`config.mk`:
```
export PLATFORM = sky130hd
export DESIGN_NAME = sprog_cmd_engine
export DESIGN_NICKNAME = d
export VERILOG_FILES = /design/src/rtl/sprog_pkg.sv /design/src/rtl/sprog_op_decoder.sv /design/src/rtl/sprog_ptr_reg.sv /design/src/rtl/sprog_key_collector.sv /design/src/rtl/sprog_cmd_engine.sv
export SDC_FILE = /design/constraint.sdc
export NUM_CORES = 1
export LEC_CHECK = 0
export ABC_AREA = 0
export ABC_CLOCK_PERIOD_IN_PS = 2210
export BUFFER_PORTS_ARGS = -buffer_cell sky130_fd_sc_hd__buf_2
export CORE_MARGIN = 8
export CORE_UTILIZATION = 40
export DETAILED_ROUTE_END_ITERATION = 10
export SLEW_MARGIN = 20
export SYNTH_ARGS = -nofsm -noshare
export SYNTH_HDL_FRONTEND = slang
export SYNTH_SLANG_ARGS = --single-unit
```
`constraint.sdc`:
```
create_clock -name clk -period 2.21 [get_ports clk]
set_input_delay 0 -clock clk [delete_from_list [all_inputs] [get_ports clk]]
set_output_delay 0 -clock clk [all_outputs]
set_load 0.01 [all_outputs]
```
`src/rtl/sprog_pkg.sv`:
```
`timescale 1ns/1ps
package sprog_pkg;
    localparam int BYTE_W    = 8;
    localparam int PTR_W     = 16;
    localparam int DIR_AW    = 6;
    localparam int CS_AW     = 4;
    localparam int PTR_BYTES = PTR_W / BYTE_W;

    typedef enum logic [3:0] {
        OPK_NONE,
        OPK_LOAD,
        OPK_STORE,
        OPK_PTRWR,
        OPK_IOIN,
        OPK_IOOUT,
        OPK_CSLOAD,
        OPK_CSSTORE,
        OPK_KEY
    } op_kind_e;

    typedef struct packed {
        op_kind_e            kind;
        logic                post_inc;
        logic                byte_sel;
        logic [DIR_AW-1:0]   addr;
    } cmd_t;

    typedef enum logic [2:0] {
        ST_IDLE,
        ST_OPND,
        ST_RDREQ,
        ST_RWAIT,
        ST_RESP,
        ST_WRITE,
        ST_KEY
    } eng_state_e;

    function automatic cmd_t decode_op(input logic [BYTE_W-1:0] op);
        cmd_t c;
        c = '{kind: OPK_NONE, post_inc: 1'b0, byte_sel: 1'b0, addr: '0};
        casez (op)
            8'b???1_????: begin
                c.kind = op[7] ? OPK_IOOUT : OPK_IOIN;
                c.addr = {op[6:5], op[3:0]};
            end
            8'b0010_0?00: begin
                c.kind     = OPK_LOAD;
                c.post_inc = op[2];
            end
            8'b0110_0?00: begin
                c.kind     = OPK_STORE;
                c.post_inc = op[2];
            end
            8'b0110_100?: begin
                c.kind     = OPK_PTRWR;
                c.byte_sel = op[0];
            end
            8'b1000_????: begin
                c.kind = OPK_CSLOAD;
                c.addr = {2'b00, op[3:0]};
            end
            8'b1100_????: begin
                c.kind = OPK_CSSTORE;
                c.addr = {2'b00, op[3:0]};
            end
            8'b1110_0000: c.kind = OPK_KEY;
            default:      c.kind = OPK_NONE;
        endcase
        return c;
    endfunction

    function automatic logic kind_reads(input op_kind_e k);
        return (k == OPK_LOAD) || (k == OPK_IOIN) || (k == OPK_CSLOAD);
    endfunction

    function automatic logic kind_takes_operand(input op_kind_e k);
        return (k == OPK_STORE) || (k == OPK_PTRWR) ||
               (k == OPK_IOOUT) || (k == OPK_CSSTORE);
    endfunction
endpackage

```
`src/rtl/sprog_op_decoder.sv`:
```
`timescale 1ns/1ps
module sprog_op_decoder
    import sprog_pkg::*;
(
    input  logic [BYTE_W-1:0] op,
    output cmd_t              cmd
);
    always_comb begin
        cmd = decode_op(op);
    end
endmodule

```
`src/rtl/sprog_ptr_reg.sv`:
```
`timescale 1ns/1ps
module sprog_ptr_reg
    import sprog_pkg::*;
#(
    parameter int WIDTH = PTR_W
) (
    input  logic              clk,
    input  logic              rst,
    input  logic              wr_en,
    input  logic              wr_sel,
    input  logic [BYTE_W-1:0] wr_byte,
    input  logic              inc,
    output logic [WIDTH-1:0]  ptr
);
    localparam int NBYTES = WIDTH / BYTE_W;

    logic [WIDTH-1:0] merged;

    for (genvar b = 0; b < NBYTES; b++) begin : g_byte
        assign merged[b*BYTE_W +: BYTE_W] =
            (int'(wr_sel) == b) ? wr_byte : ptr[b*BYTE_W +: BYTE_W];
    end

    always_ff @(posedge clk) begin
        if (rst) begin
            ptr <= '0;
        end else if (inc) begin
            ptr <= ptr + WIDTH'(1);
        end else if (wr_en) begin
            ptr <= merged;
        end
    end
endmodule

```
`src/rtl/sprog_key_collector.sv`:
```
`timescale 1ns/1ps
module sprog_key_collector
    import sprog_pkg::*;
#(
    parameter int NBYTES = 8
) (
    input  logic                     clk,
    input  logic                     rst,
    input  logic                     stb,
    input  logic [BYTE_W-1:0]        byte_in,
    output logic                     last,
    output logic [NBYTES*BYTE_W-1:0] key,
    output logic                     key_valid
);
    localparam int KW    = NBYTES * BYTE_W;
    localparam int CNT_W = (NBYTES > 1) ? $clog2(NBYTES) : 1;

    logic [CNT_W-1:0] count;

    assign last = stb && (count == CNT_W'(NBYTES - 1));

    always_ff @(posedge clk) begin
        if (rst) begin
            count     <= '0;
            key       <= '0;
            key_valid <= 1'b0;
        end else begin
            key_valid <= last;
            if (stb) begin
                key   <= {byte_in, key[KW-1:BYTE_W]};
                count <= last ? '0 : count + CNT_W'(1);
            end
        end
    end
endmodule

```
`src/rtl/sprog_cmd_engine.sv`:
```
`timescale 1ns/1ps
module sprog_cmd_engine
    import sprog_pkg::*;
#(
    parameter int KEY_BYTES = 8
) (
    input  logic                        clk,
    input  logic                        rst,
    input  logic                        rx_valid,
    input  logic [BYTE_W-1:0]           rx_data,
    output logic                        rx_ready,
    output logic                        tx_valid,
    output logic [BYTE_W-1:0]           tx_data,
    input  logic                        tx_ready,
    output logic [PTR_W-1:0]            ds_addr,
    output logic                        ds_re,
    output logic                        ds_we,
    input  logic [BYTE_W-1:0]           ds_rdata,
    output logic [DIR_AW-1:0]           io_addr,
    output logic                        io_re,
    output logic                        io_we,
    input  logic [BYTE_W-1:0]           io_rdata,
    output logic [CS_AW-1:0]            cs_addr,
    output logic                        cs_re,
    output logic                        cs_we,
    input  logic [BYTE_W-1:0]           cs_rdata,
    output logic [BYTE_W-1:0]           wr_data,
    output logic [KEY_BYTES*BYTE_W-1:0] key_out,
    output logic                        key_valid
);
    eng_state_e         state, state_nxt;
    cmd_t               dec, cmd_q;
    logic [BYTE_W-1:0]  opnd_q, txbuf_q, rd_mux;
    logic               rx_take, key_stb, key_last;
    logic               ptr_inc, ptr_wr;
    logic [PTR_W-1:0]   ptr;

    sprog_op_decoder u_dec (
        .op  (rx_data),
        .cmd (dec)
    );

    assign rx_ready = (state == ST_IDLE) || (state == ST_OPND) || (state == ST_KEY);
    assign rx_take  = rx_valid && rx_ready;
    assign key_stb  = (state == ST_KEY) && rx_take;

    always_comb begin
        state_nxt = state;
        unique case (state)
            ST_IDLE: if (rx_take) begin
                if (kind_reads(dec.kind))              state_nxt = ST_RDREQ;
                else if (kind_takes_operand(dec.kind)) state_nxt = ST_OPND;
                else if (dec.kind == OPK_KEY)          state_nxt = ST_KEY;
            end
            ST_OPND:  if (rx_take)  state_nxt = ST_WRITE;
            ST_RDREQ: state_nxt = ST_RWAIT;
            ST_RWAIT: state_nxt = ST_RESP;
            ST_RESP:  if (tx_ready) state_nxt = ST_IDLE;
            ST_WRITE: state_nxt = ST_IDLE;
            ST_KEY:   if (key_last) state_nxt = ST_IDLE;
            default:  state_nxt = ST_IDLE;
        endcase
    end

    always_comb begin
        unique case (cmd_q.kind)
            OPK_IOIN:   rd_mux = io_rdata;
            OPK_CSLOAD: rd_mux = cs_rdata;
            default:    rd_mux = ds_rdata;
        endcase
    end

    always_ff @(posedge clk) begin
        if (rst) begin
            state   <= ST_IDLE;
            cmd_q   <= '0;
            opnd_q  <= '0;
            txbuf_q <= '0;
        end else begin
            state <= state_nxt;
            if (state == ST_IDLE && rx_take) cmd_q  <= dec;
            if (state == ST_OPND && rx_take) opnd_q <= rx_data;
            if (state == ST_RWAIT)           txbuf_q <= rd_mux;
        end
    end

    assign ds_re = (state == ST_RDREQ) && (cmd_q.kind == OPK_LOAD);
    assign io_re = (state == ST_RDREQ) && (cmd_q.kind == OPK_IOIN);
    assign cs_re = (state == ST_RDREQ) && (cmd_q.kind == OPK_CSLOAD);
    assign ds_we = (state == ST_WRITE) && (cmd_q.kind == OPK_STORE);
    assign io_we = (state == ST_WRITE) && (cmd_q.kind == OPK_IOOUT);
    assign cs_we = (state == ST_WRITE) && (cmd_q.kind == OPK_CSSTORE);

    assign ptr_wr  = (state == ST_WRITE) && (cmd_q.kind == OPK_PTRWR);
    assign ptr_inc = cmd_q.post_inc && (ds_re || ds_we);

    sprog_ptr_reg #(.WIDTH(PTR_W)) u_ptr (
        .clk     (clk),
        .rst     (rst),
        .wr_en   (ptr_wr),
        .wr_sel  (cmd_q.byte_sel),
        .wr_byte (opnd_q),
        .inc     (ptr_inc),
        .ptr     (ptr)
    );

    sprog_key_collector #(.NBYTES(KEY_BYTES)) u_key (
        .clk       (clk),
        .rst       (rst),
        .stb       (key_stb),
        .byte_in   (rx_data),
        .last      (key_last),
        .key       (key_out),
        .key_valid (key_valid)
    );

    assign ds_addr  = ptr;
    assign io_addr  = cmd_q.addr;
    assign cs_addr  = cmd_q.addr[CS_AW-1:0];
    assign wr_data  = opnd_q;
    assign tx_valid = (state == ST_RESP);
    assign tx_data  = txbuf_q;
endmodule

```
==> flow_summary.ini <==
[cells_and_area]
final_nets = 807
layout-drive-gt1-share_pct = 25.8
post-route-util_pct = 53.9
diodes = 0
syn_to_final_growth_pct = 31.3
instances_no_fill = 927

[power_and_ir_drop]
finalPower_uw = 5820
ir_drop_mv = 0.436
p_leak_uw = 0.00265
power_density_nw_per_um2 = 899

[clocking]
cts.sinks = 115
postCtsSetupBuffers = 0
clock_latency_ps = 410
htree_levels = 4
ctsRootBufferMaster = clkbuf_16
cts_tree = yes
cts_buffer_depth = 2
cts_made_buffers = 17
path_clk_slew_ps = 50

[logic_synthesis]
synth-edff-count = 0
ys.flop_type = dfxtp_1
ys_ff_latch = 115
synth_most_common_cell = nand2_1
synth_top_area_share_pct = 46.7
synth_cell_types = 55
yosysWarnings = 0
syn-cell-area_um2 = 4930
synth_cells = 626
avgSynthCellArea_um2 = 7.87
synth_fp_nets = 665
ys_async_sr_fraction_pct = 0
synth-seq-area-share_pct = 46.7
yosysTopAreaCell = dfxtp_1
synthTopCellsByArea = dfxtp_1, nand2_1, a21oi_1
synth_common_cells = nand2_1, dfxtp_1, a21oi_1, clkbuf_1, nor2_1

[worst_setup_path]
crit_fanout = 9
cp_data_required_time_ps = 2480
cp-end-kind = flip-flop
cp.arrival_ps = 2200
critical_path_class = reg -> reg
critPathLaunchType = flip-flop

[floorplan]
num_rows = 40
die_w_um = 127
ioPinCount = 151
design.core.area_um2 = 12000
initial_utilization_pct = 41.0
die_h_um = 127
die-area_um2 = 16100

[grt]
grt_start_max_net_pins = 67
grt_pass1_wl_um = 22800
antenna_found_initial = 0
grt_util_met3_pct = 5.07
track_usage_pct = 17.2
grt_overflow_total = 0
grt-busiest-layer = met2
use_met1_pct = 21.0
grt_pass1_vias = 4641
grtUsageMet2_pct = 27.6

[sta]
fin_tns_setup_ps = 0
tightestPinTransition_ps = 571
period_needed_ps = 1940
max-slew-margin-rel_pct = 61.9
rsz0062_at_grt = no
worst_slack_ps = 271
final-setup-viol-count = 0
period_share_pct = 87.7
final-hold-violation-count = 0
skew_ps = 7.13
max_freq_ghz = 0.516
drv_slew = 0

[placement]
dp_slack_ps = 230
io_buffers = 150
dp_hpwl_um = 10300
dpl.cell_count = 879
gp_congestion = 0.794

[detailed_routing]
wl_um = 14400
drtIter0Drc = 408
routedWlPerCell_um = 15.5
ant_nets = 0
route.vias.total = 4879
drt-vias-per-instance = 5.26
drc = 0
drt_first_pass_iters = 5

[run_status]
outcome = complete, no violations

[flow_run]
maxCapViolations = 0

[hold_path]
hold_class = in -> reg
per-layer routing:
layer,part of all wire (%),up-vias
met5,0,-
met4,1.9,0
met3,7.2,23
met2,47,166
met1,44,2259
li1,-,2431
critical path, cell delays in order, from the launching register on:
cell	delay (ps)
dfxtp_1	480
or3b_4	460
or3_1	510
o311ai_1	140
o21a_1	160
a21oi_1	60
what timing repair did:
action | in CTS | in global routing
endpoints found under the setup margin | 0 | 2
resized for setup | 0 | 1
endpoints found under the hold margin | 33 | 0
hold buffers | 17 | 0
power by group:
part           switching [uW]  internal, uW  leakage (uW)
Sequential                131          2160      0.000928
Combinational             512           324       0.00144
Clock                     924          1760      0.000288
layout by cell type (no fill, tap or decap), drive strengths merged, types with 4 or more instances in the layout:
cell and instances:
nor4 4, a21oi 100, nor2b 4, mux2i 8, nor3 6, and3 5
or3 4, a31oi 5, dfxtp 115, nand2b 4, buf 159, dlygate4sd3 17
nor4b 5, clkinv 5, nand3 18, o211ai 11, a211oi 7, nand4 8
nand2 190, clkbuf 22, inv 6, o21ai 5, nor2 25
cells by family (layout without fill, tap and decap cells):
kind of cell	Yosys count	in the layout	share of synthesized area [%]
mux	10	10	2.08
flops	115	115	46.7
simple gates	287	287	26.4
buf+inv	59	213	5.84
xor+xnor	3	3	0.533
compound gates	149	149	17.7
fa+ha+maj	3	3	0.762
worst paths after layout:
path	startpoint	to	slack, ps	cells past startpoint
max	cmd_q[8]$_SDFFE_PP0P_	u_ptr.ptr[9]$_SDFFE_PP0P_	270	5
min	cs_rdata[3]	tx_data[3]$_SDFFE_PP0P_	20	5
max reg2reg	cmd_q[8]$_SDFFE_PP0P_	u_ptr.ptr[9]$_SDFFE_PP0P_	270	5
min reg2reg	u_key.key[0]$_SDFFE_PP0P_	u_key.key[0]$_SDFFE_PP0P_	450	2
registers in the layout, indices dropped and copies added, names as in the netlist:
register,count
cmd_q,6
io_addr,6
state,3
tx_data,8
u_key.count,3
u_key.key,64
u_key.key_valid,1
u_ptr.ptr,16
wr_data,8
final cells by class:
type                       instances  area (um2)
sequential                       115        2300
multi-input combinational        452        2350
clock buffer                      22         484
tap                              147         184
inverter                           6        22.5
fill                            1177        5540
timing repair buffer             176        1030
clock inverter                     9         104
metrics by stage:
stage	hold WS [ps]	cell area (um2)
3_3_place_gp	318	5710
3_5_place_dp	320	5710
4_1_cts	10.7	6470
5_1_grt	63.8	6470
6_report	20.7	6470
2_1_floorplan	136	4930
Power figures use the tool's default switching activity.
